### config.mk
export PLATFORM = sky130hd
export DESIGN_NAME = brightness_fader
export DESIGN_NICKNAME = d
export VERILOG_FILES = /design/src/rtl/fade_seq_pkg.sv /design/src/rtl/fade_step_timer.sv /design/src/rtl/fade_level_step.sv /design/src/rtl/brightness_fader.sv
export SDC_FILE = /design/constraint.sdc
export NUM_CORES = 1
export LEC_CHECK = 0
export BUFFER_PORTS_ARGS = -buffer_cell sky130_fd_sc_hd__clkbuf_2
export CAP_MARGIN = 10
export CORE_MARGIN = 4
export CORE_UTILIZATION = 49
export CTS_CLUSTER_SIZE = 28
export DETAILED_ROUTE_END_ITERATION = 7
export PLACE_DENSITY = 0.71
export RECOVER_POWER = 100
export SYNTH_ARGS = -nofsm -noshare
export SYNTH_HDL_FRONTEND = slang
export SYNTH_SLANG_ARGS = --single-unit
### constraint.sdc
create_clock -name clk -period 3.2 [get_ports clk]
set_input_delay 0.32 -clock clk [delete_from_list [all_inputs] [get_ports clk]]
set_output_delay 0.32 -clock clk [all_outputs]
set_load 0.1 [all_outputs]
### src/rtl/fade_seq_pkg.sv
package fade_seq_pkg;
   // Ticks per step for a rate code; code 0 means fading is off.
   function automatic int unsigned step_period(input int unsigned sel,
                                               input int unsigned base);
      return (sel == 0) ? 0 : (base << (sel - 1));
   endfunction
endpackage

### src/rtl/fade_step_timer.sv
module fade_step_timer
   import fade_seq_pkg::*;
#(
   parameter int unsigned RATE_W     = 2,
   parameter int unsigned BASE_TICKS = 8
) (
   input  logic              clk,
   input  logic              rst_n,
   input  logic              restart,
   input  logic              run,
   input  logic              tick,
   input  logic [RATE_W-1:0] rate_sel,
   output logic              step
);
   localparam int unsigned MAX_PER = BASE_TICKS << ((1 << RATE_W) - 2);
   localparam int unsigned CNT_W   = $clog2(MAX_PER);

   logic [CNT_W-1:0] cnt_q;
   logic [CNT_W-1:0] last_cnt;
   logic             at_last;

   always_comb begin
      last_cnt = CNT_W'(step_period(32'(rate_sel), BASE_TICKS) - 1);
      at_last  = (cnt_q == last_cnt);
      step     = run && tick && !restart && at_last;
   end

   always_ff @(posedge clk) begin
      if (!rst_n)                cnt_q <= '0;
      else if (restart || !run)  cnt_q <= '0;
      else if (tick)             cnt_q <= at_last ? '0 : cnt_q + 1'b1;
   end
endmodule

### src/rtl/fade_level_step.sv
module fade_level_step #(
   parameter int unsigned CODE_W = 5
) (
   input  logic              clk,
   input  logic              rst_n,
   input  logic              jump,
   input  logic [CODE_W-1:0] jump_code,
   input  logic              step,
   input  logic [CODE_W-1:0] goal,
   output logic [CODE_W-1:0] level
);
   always_ff @(posedge clk) begin
      if (!rst_n)     level <= '0;
      else if (jump)  level <= jump_code;
      else if (step) begin
         if (level < goal)       level <= level + 1'b1;
         else if (level > goal)  level <= level - 1'b1;
      end
   end
endmodule

### src/rtl/brightness_fader.sv
module brightness_fader #(
   parameter int unsigned CODE_W     = 5,
   parameter int unsigned RATE_W     = 2,
   parameter int unsigned BASE_TICKS = 8
) (
   input  logic              clk,
   input  logic              rst_n,
   input  logic              tgt_wr,
   input  logic [CODE_W-1:0] tgt_code,
   input  logic              rate_wr,
   input  logic [RATE_W-1:0] rate_code,
   input  logic              ms_tick,
   input  logic              any_led_en,
   output logic [CODE_W-1:0] level,
   output logic              busy
);
   generate
      if (CODE_W < 1 || CODE_W > 16) begin : g_bad_code
         $error("brightness_fader: CODE_W out of range");
      end
      if (RATE_W < 1 || RATE_W > 3) begin : g_bad_rate
         $error("brightness_fader: RATE_W out of range");
      end
      if (BASE_TICKS < 2) begin : g_bad_base
         $error("brightness_fader: BASE_TICKS must be at least 2");
      end
   endgenerate

   logic [CODE_W-1:0] tgt_q, tgt_nxt;
   logic [RATE_W-1:0] rate_q, rate_nxt;
   logic              fade_nxt;
   logic              run;
   logic              step;

   always_comb begin
      tgt_nxt  = tgt_wr  ? tgt_code  : tgt_q;
      rate_nxt = rate_wr ? rate_code : rate_q;
      fade_nxt = (rate_nxt != '0) && any_led_en;
      busy     = (level != tgt_q);
      run      = (rate_q != '0) && any_led_en && busy;
   end

   always_ff @(posedge clk) begin
      if (!rst_n) begin
         tgt_q  <= '0;
         rate_q <= '0;
      end else begin
         tgt_q  <= tgt_nxt;
         rate_q <= rate_nxt;
      end
   end

   fade_step_timer #(.RATE_W(RATE_W), .BASE_TICKS(BASE_TICKS)) u_timer (
      .clk      (clk),
      .rst_n    (rst_n),
      .restart  (tgt_wr || rate_wr),
      .run      (run),
      .tick     (ms_tick),
      .rate_sel (rate_q),
      .step     (step)
   );

   fade_level_step #(.CODE_W(CODE_W)) u_level (
      .clk       (clk),
      .rst_n     (rst_n),
      .jump      (!fade_nxt),
      .jump_code (tgt_nxt),
      .step      (step),
      .goal      (tgt_q),
      .level     (level)
   );
endmodule

==> run summary, run 1 <==
The logs give 162 for the net total in the final layout and 373 MHz for the highest clock rate. The mean number of vias per cell was 5.21; the number of input and output port buffers inserted was 18. During I/O placement, the number of pins put on the boundary was 19. The via count of the first global-routing pass is 839, and the global-route wire length before repair is 3.71 mm.

The tools report the root buffer cell as sky130_fd_sc_hd__clkbuf_4. STA classifies the critical path endpoint as a flop. The number of H-tree levels came out at 1.

The initial antenna violation count was 0; the number of clock buffers inserted by TritonCTS was 3. The power per unit of standard cell area was 467 mW/mm^2. The run gives 0 as the final number of max-transition violations. For the iteration count of the initial detailed-routing pass, the log shows 3. Dividing the synthesized area by the synthesized cell count gives 9.30 sq um.

The commonest cells after synthesis are sky130_fd_sc_hd__dfxtp_1, sky130_fd_sc_hd__ha_1, sky130_fd_sc_hd__inv_1, sky130_fd_sc_hd__mux2i_1, sky130_fd_sc_hd__nand2_1. Setup violations remaining at the end of the flow were counted as 0. For this block, the routed nets add up to 2.09 mm of wire. Before CTS, the worst setup slack after placement is 538 ps. The wire length on met2 came out at 1.08 mm. The final worst-path setup slack is 521 ps, and the worst supply voltage drop on vdd is 0.298 mV. For the critical path data required time, the log shows 3400 ps. The routed length on met1 came out at 899 microns. TritonCTS built the clock tree. The logs give 300 ps for the clock latency on the worst-skew pair and 0 for the number of endpoints with negative hold slack in the final report. The peak fanout along the critical path is 5.

The type of element launching the critical path was a flop. The number of buffers and inverters on the critical path is 0. Total design power: 0.553 mW. The overall fraction of global-route tracks in use was 15.2%.

The tools report the launching element of the worst setup path as u_level.level[1]$_SDFFE_PN0P_. The flow ran to the end, and the final reports show no timing, DRC or antenna violations. Worst hold path class: in2reg. The tree built by TritonCTS fans out to 17 sinks.

The proportion of synthesized flip-flops having asynchronous set or reset is 0%, and the number of warnings reported in the yosys synthesis log is 0. The run gives 0.00306 sq mm as the full die area. The maximum number of buffers from clock root to sink was 2. The fraction of final layout cells with drive strength greater than 1 was 14.0%; the post-detailed-route count of antenna-violating nets was 0.

The logic depth of the worst register-to-register path is 10. The critical path in this run is classified as reg2reg. The tools report the maximum number of pins on one net before global-route repair as 14. Walking the worst path, the cells encountered are ha_1, nor2b_1, o21ai_0, nand2_1, ha_1, nor2b_1, o21a_1, a211oi_1, o2111a_1, nor3_1. The logs give 0 for the number of instances resized during post-cts repair and 0 for the final antenna diode count. The leakage component of the power came out at 0.514 nW.

By area the synthesized netlist is led by sky130_fd_sc_hd__dfxtp_1, sky130_fd_sc_hd__ha_1, sky130_fd_sc_hd__mux2i_1. The cell with the biggest individual delay on the critical path was sky130_fd_sc_hd__dfxtp_1. In the routed design, unresolved DRC markers number 0. The sum of met3 wire segment lengths after detailed routing came out at 57 microns. The tools report the cell area after synthesis as 0.00110 sq mm. The first-iteration detailed-routing DRC count is 10. The chip height works out to 55.3 microns.

Setup repair after global routing left no endpoint under its margin. Clock-pin slew was measured on the worst setup and hold paths at 110 ps. The overall overflow remaining after global route was 0; the average wire per cell in the routed design was 12.8 microns. Total of fill cells in the finished design: 196. Area inside the core boundary: 0.00204 sq mm. For this run, the register share of the synthesized area comes to 31.0%. In this run the horizontal extent of the chip is 55.3 microns. STA puts the critical path data arrival time at 2880 ps. The number of flops mapped to enable cells by yosys came out at 0. For the pin with the worst max-slew slack, the measured transition is 1170 ps. The run gives 5.76 ps as the worst setup skew after layout. The tools report the terminus of the critical flop-to-flop path as u_level.level[4]$_SDFFE_PN0P_. The leading area contributor after synthesis is sky130_fd_sc_hd__dfxtp_1. The initial core utilization came out at 53.7%. The area growth from synthesis to layout came out at 7.98%. The synthesized design contains 17 register bits.

Subtracting the final worst setup slack from the clock period gives 2680 ps. The netlist uses 36 different library cells. The share of the synthesized area in the top cell type works out to 31.0%. Among all cell types in the netlist, the one instantiated most often is sky130_fd_sc_hd__dfxtp_1. Across the run, the number of max-cap violations was 0. The number of nets in the synthesized netlist is 143.

In this run the tightest slew margin relative to its limit is 22.2%. In the synthesized netlist, the number of instances is 118. For this run, the slowest stage of the critical path takes 360 ps. The share of the clock period used by the worst path after layout was 83.7%; the post-CTS setup buffer count was 0. For the setup slack of the worst register-to-register path, the log shows 520 ps. The most used flip-flop cell after synthesis was sky130_fd_sc_hd__dfxtp_1. In this run the top signal layer used is met4.

Buffers inserted to repair hold after CTS numbered 0. The total negative setup slack was 0 ps. The routability congestion estimate is 0.793.

In this run the most critical hold path is launched from rate_code[0]. The worst hold path was traced through 3 stages. In this run the critical register-to-register path is launched from u_level.level[1]$_SDFFE_PN0P_. The run gives 16 as the standard-cell row count. The run gives 850 as the count of vias placed by the detailed router.

For hold timing, the worst endpoint is rate_q[0]$_SDFF_PN0_. Detailed placement finished with a half-perimeter wire length of 1.66 mm. Grouping stages by cell kind, the critical path spends the most delay in compound AO/OA/AOI/OAI gates.
## report_power, final
group	switching [mW]	internal, mW	leakage, nW	total (mW)
logic	0.132	0.0683	0.357	0.201
registers	0.00978	0.222	0.139	0.232
clock network	0.0735	0.0467	0.0177	0.120
total	0.216	0.337	0.514	0.553
## logic make-up (layout without fill, tap and decap cells)
group | Yosys count | in the layout | synth area share (%)
compound gates | 21 | 21 | 14.5
xor+xnor | 9 | 9 | 7.18
fa+ha+maj | 12 | 12 | 14.4
buf+inv | 13 | 31 | 6.27
flops | 17 | 17 | 31.0
mux | 9 | 9 | 8.21
simple gates | 37 | 37 | 18.5
## registers in the layout, summed over array words and instances, names as in the netlist
signal	cells
tgt_q	5
u_level.level	5
u_timer.cnt_q	5
rate_q	2
## tightest hold or removal path: stages
cell and delay (ps):
sky130_fd_sc_hd__clkbuf_2 80, sky130_fd_sc_hd__mux2i_1 60, sky130_fd_sc_hd__nor2b_1 90
## how the worst max path moves through the flow
| stage | end | slack (ps) | cells past startpoint |
|---|---|---|---|
| 6_report | u_level.level[4]$_SDFFE_PN0P_ | 520 | 10 |
| 3_5_place_dp | u_level.level[4]$_SDFFE_PN0P_ | 540 | 10 |
| 4_1_cts | u_level.level[4]$_SDFFE_PN0P_ | 510 | 10 |
| 2_1_floorplan | u_level.level[4]$_SDFFE_PN0P_ | 10 | 10 |
| 5_1_grt | u_level.level[4]$_SDFFE_PN0P_ | 250 | 11 |
| 3_3_place_gp | u_level.level[4]$_SDFFE_PN0P_ | 630 | 10 |
## per-layer routing
| layer | GRT usage (%) | vias to the layer above |
|---|---|---|
| met5 | 0 | - |
| met4 | 8.33 | 0 |
| met3 | 2.80 | 5 |
| met2 | 26.9 | 10 |
| met1 | 16.9 | 386 |
| li1 | - | 449 |
## cell type report
class                      count  area, sq um  share of cell area, %
inverter                       9         33.8                   2.85
tap                           27         33.8                   2.85
multi-input combinational     88          667                   56.3
timing repair buffer          18         82.6                   6.97
sequential                    17          340                   28.7
clock inverter                 1         5.00                  0.422
clock buffer                   3         22.5                   1.90
## through the flow
stage | instance area (sq um) | hold WS, ps | utilization [%] | instances
floorplan | 1100 | 478 | - | 118
global placement | 1190 | 518 | 58.1 | 159
detailed placement | 1190 | 524 | 58.1 | 159
CTS | 1210 | 275 | 59.4 | 163
global route | 1180 | 292 | 58.0 | 163
finish | 1180 | 285 | 58.0 | 163
## placed cells by master (no fill, tap or decap), types with 2 or more instances in the layout
| cell | count |
|---|---|
| sky130_fd_sc_hd__nor2b_1 | 8 |
| sky130_fd_sc_hd__dfxtp_1 | 17 |
| sky130_fd_sc_hd__a21o_1 | 2 |
| sky130_fd_sc_hd__clkbuf_1 | 6 |
| sky130_fd_sc_hd__clkbuf_4 | 3 |
| sky130_fd_sc_hd__ha_1 | 11 |
| sky130_fd_sc_hd__nand2_1 | 9 |
| sky130_fd_sc_hd__clkbuf_2 | 12 |
| sky130_fd_sc_hd__nor2_1 | 5 |
| sky130_fd_sc_hd__mux2i_1 | 9 |
| sky130_fd_sc_hd__o21ai_0 | 5 |
| sky130_fd_sc_hd__inv_1 | 9 |
| sky130_fd_sc_hd__nand3_1 | 3 |
| sky130_fd_sc_hd__xor2_1 | 3 |
| sky130_fd_sc_hd__nand4_1 | 2 |
| sky130_fd_sc_hd__nor3_1 | 3 |
| sky130_fd_sc_hd__and2_0 | 2 |
| sky130_fd_sc_hd__xnor2_1 | 6 |
| sky130_fd_sc_hd__a21oi_1 | 5 |
No activity file was read; power rests on OpenSTA's default activity.
==> inputs of run 2 (changes only) <==
--- a/config.mk
+++ b/config.mk
@@ -11,7 +11,7 @@
 export CORE_UTILIZATION = 49
 export CTS_CLUSTER_SIZE = 28
 export DETAILED_ROUTE_END_ITERATION = 7
-export PLACE_DENSITY = 0.71
+export PLACE_DENSITY = 0.74
 export RECOVER_POWER = 100
 export SYNTH_ARGS = -nofsm -noshare
 export SYNTH_HDL_FRONTEND = slang
==> constraint.sdc (replaced) <==
create_clock -name clk -period 2.2 [get_ports clk]
set_input_delay 0.22 -clock clk [delete_from_list [all_inputs] [get_ports clk]]
set_output_delay 0.22 -clock clk [all_outputs]
set_load 0.1 [all_outputs]
==> run summary, run 2 (same netlist as run 1, synthesis figures left out) <==
The final reports fail on negative setup slack. The largest registers in the layout are tgt_q: 5 flops, u_level.level: 5 flops, u_timer.cnt_q: 5 flops. The number of remaining DRC errors was 0 (unchanged); the worst-margin pin slew was 1170 ps (-1.67 ps).

The top cell types in the final layout, fill and taps aside, are sky130_fd_sc_hd__buf_4, sky130_fd_sc_hd__clkbuf_2, sky130_fd_sc_hd__mux2i_1, sky130_fd_sc_hd__dfxtp_1, sky130_fd_sc_hd__nand2_1. The initial core utilization is 53.7% (unchanged), and the number of max-cap violations is 0 (unchanged). The run gives 172 (+8.2%) as the count of placed standard cells including taps.

The final period demand of the worst path is 2250 ps (-427 ps). The chip height came out at 55.3 microns (unchanged). By startpoint and endpoint, the worst setup path is classified as reg2reg.

For the post-detailed-route count of antenna-violating nets, the log shows 0 (unchanged). The root buffer cell is sky130_fd_sc_hd__clkbuf_4. The library cell used most frequently in the layout, excluding fill and tap cells, is sky130_fd_sc_hd__buf_4. The run finished, with violations left.

The run gives 1 (unchanged) as the number of H-tree levels. The worst supply voltage drop on vdd is 0.384 mV (+28%). The share of the clock period used by the worst path after layout was 102% (+19 points); the detailed-placement wirelength estimate was 1.87 mm (+13%). The routability congestion estimate is 0.783 (-1.3%), and the utilization after layout is 73.2% (+15 points). The logs give 0 (unchanged) for the final number of max-transition violations and 19 (unchanged) for the I/O pin count.

For the total of fill cells in the finished design, the log shows 158 (-19%). For the full die area, the log shows 0.00306 sq mm (unchanged). Final antenna diode count: 0 (unchanged). For the net total in the final layout, the log shows 182 (+12%). The signal on the critical path passes through inv_2, ha_4, a21o_1, a21oi_2, nand2_4, ha_4, nor2b_1, o21a_1, o211a_1, o2111a_1, nor3_2. The iteration count of the initial detailed-routing pass was 4 (+1); the initial antenna violation count was 0 (unchanged).

Number of input and output port buffers inserted: 18 (unchanged). The mean number of vias per cell works out to 5.26 (+0.91%). The logs give 4.04 mm (+8.9%) for the global-route wire length before repair and 290 ps (about the same) for the clock latency on the worst-skew pair. The fraction of final layout cells with drive strength greater than 1 is 43.6% (+30 points), and the maximum number of pins on one net before global-route repair is 14 (unchanged).

The highest clock rate was 444 MHz (+19%). The area growth from synthesis to layout works out to 36.1%. The peak fanout along the critical path works out to 4 (-1). The cell with the biggest individual delay on the critical path was sky130_fd_sc_hd__dfxtp_2.

For the storage element area, the log shows 363 sq um (+6.6%). The first-iteration detailed-routing DRC count was 21 (+11); the clock transition at the registers of the reported paths was 100 ps (about the same). The tools report the final worst-path setup slack as -51.9 ps (-573 ps). Setup repair after global routing could not meet its margin everywhere. The total wire length after detailed routing is 2.51 mm (+20%). TritonCTS built the clock tree. The tools report the overall overflow remaining after global route as 0 (unchanged). Post-cts hold buffer count: 0 (unchanged). The maximum number of buffers from clock root to sink was 2 (unchanged).

The area inside the core boundary is 0.00204 sq mm (unchanged). Total area of multi-input combinational cells: 800 sq um (+20%). The min-delay analysis places its worst path in the category in2reg. The count of clock tree sinks was 17 (unchanged). STA classifies the critical path endpoint as a flop.

The number of buffer and inverter instances along the worst setup path is 1 (+1). The logs give 16 (unchanged) for the standard-cell row count and 2480 ps (-400 ps) for the signal arrival time at the worst endpoint. The overall fraction of global-route tracks in use was 16.1% (+0.96 points). The run gives 963 (+13%) as the count of vias placed by the detailed router. The placed instance area came out at 0.00138 sq mm (+16%). The logs give 0.00149 sq mm (+26%) for the cell area after layout and 0.634 nW (+23%) for the leakage component of the power. For the number of clock buffers inserted by TritonCTS, the log shows 3 (unchanged). The power per unit of standard cell area was 649 mW/mm^2 (+39%); the number of endpoints with negative hold slack in the final report was 0 (unchanged).

The cell family contributing the most delay on the critical path is compound AO/OA/AOI/OAI gates. The tools report the type of element launching the critical path as a flop. The number of setup violations in the final report is 1 (+1). Worst setup skew after layout: 1.22 ps (-4.54 ps).

The largest stage delay on the critical path works out to 350 ps (about the same). The number of standard cells in the layout, taps in and fillers out is 183 (+12%). The average wire per cell in the routed design is 13.7 microns (+6.8%). The max-slew headroom at the worst pin was 22.3% (+0.11 points); the via count of the first global-routing pass was 955 (+14%).

The library cell appearing most often on the critical path was sky130_fd_sc_hd__ha_4. The critical path data required time is 2420 ps (-980 ps), and the width of the die is 55.3 microns (unchanged).
## run 2: cell type report
cell class / instances / area share, %
Clock buffer: 4 / 1.76
Multi-Input combinational cell: 88 / 53.5
Inverter: 9 / 2.26
Tap cell: 27 / 2.26
Timing Repair Buffer: 38 / 15.9
Sequential cell: 17 / 24.3
## run 2: worst reg2reg max path, delay by kind of cell, from the launching register on
family	cells	cell delay, ps
compound gates	5	1010
fa+ha+maj	2	460
flops	1	350
simple gates	3	310
buf+inv	1	50
## run 2: metal layers
metal	vias to the layer above	global-route usage (%)	share of wire (%)
met5	-	0	0
met4	0	6.60	1.0
met3	4	3.26	5.4
met2	25	26.2	48
met1	449	20.7	46
li1	485	-	-
## run 2: worst paths after layout
kind / endpoint / cells after the start / startpoint / slack [ps]
worst max-delay path: u_level.level[4]$_SDFFE_PN0P_ / 11 / tgt_q[3]$_SDFF_PN0_ / -50
worst min-delay path: rate_q[1]$_SDFF_PN0_ / 3 / rate_code[1] / 190
worst max register to register: u_level.level[4]$_SDFFE_PN0P_ / 11 / tgt_q[3]$_SDFF_PN0_ / -50
worst min register to register: u_timer.cnt_q[4]$_SDFFE_PP0P_ / 2 / u_timer.cnt_q[4]$_SDFFE_PP0P_ / 550
## run 2: where the power goes
part,internal (mW),switching (mW)
clock,0.0706,0.103
combinational,0.206,0.249
sequential,0.324,0.0162
## run 2: per-stage QoR
step	setup slack (ps)	setup TNS [ps]	hold slack, ps	power [mW]
CTS	-68.9	-99.5	191	0.928
floorplan	-188	-213	378	0.620
global placement	-39.6	-39.6	495	0.717
finish	-51.9	-51.9	192	0.969
detailed placement	-133	-133	497	0.730
global route	-138	-444	219	1.02
## run 2: timing repair
| item | in CTS | in global routing |
|---|---|---|
| gates resized for setup | 7 | 11 |
| buffers inserted | 3 | 4 |
| pin swaps | 6 | 11 |
| setup endpoints to repair | 1 | 3 |
| cloned | 0 | 0 |
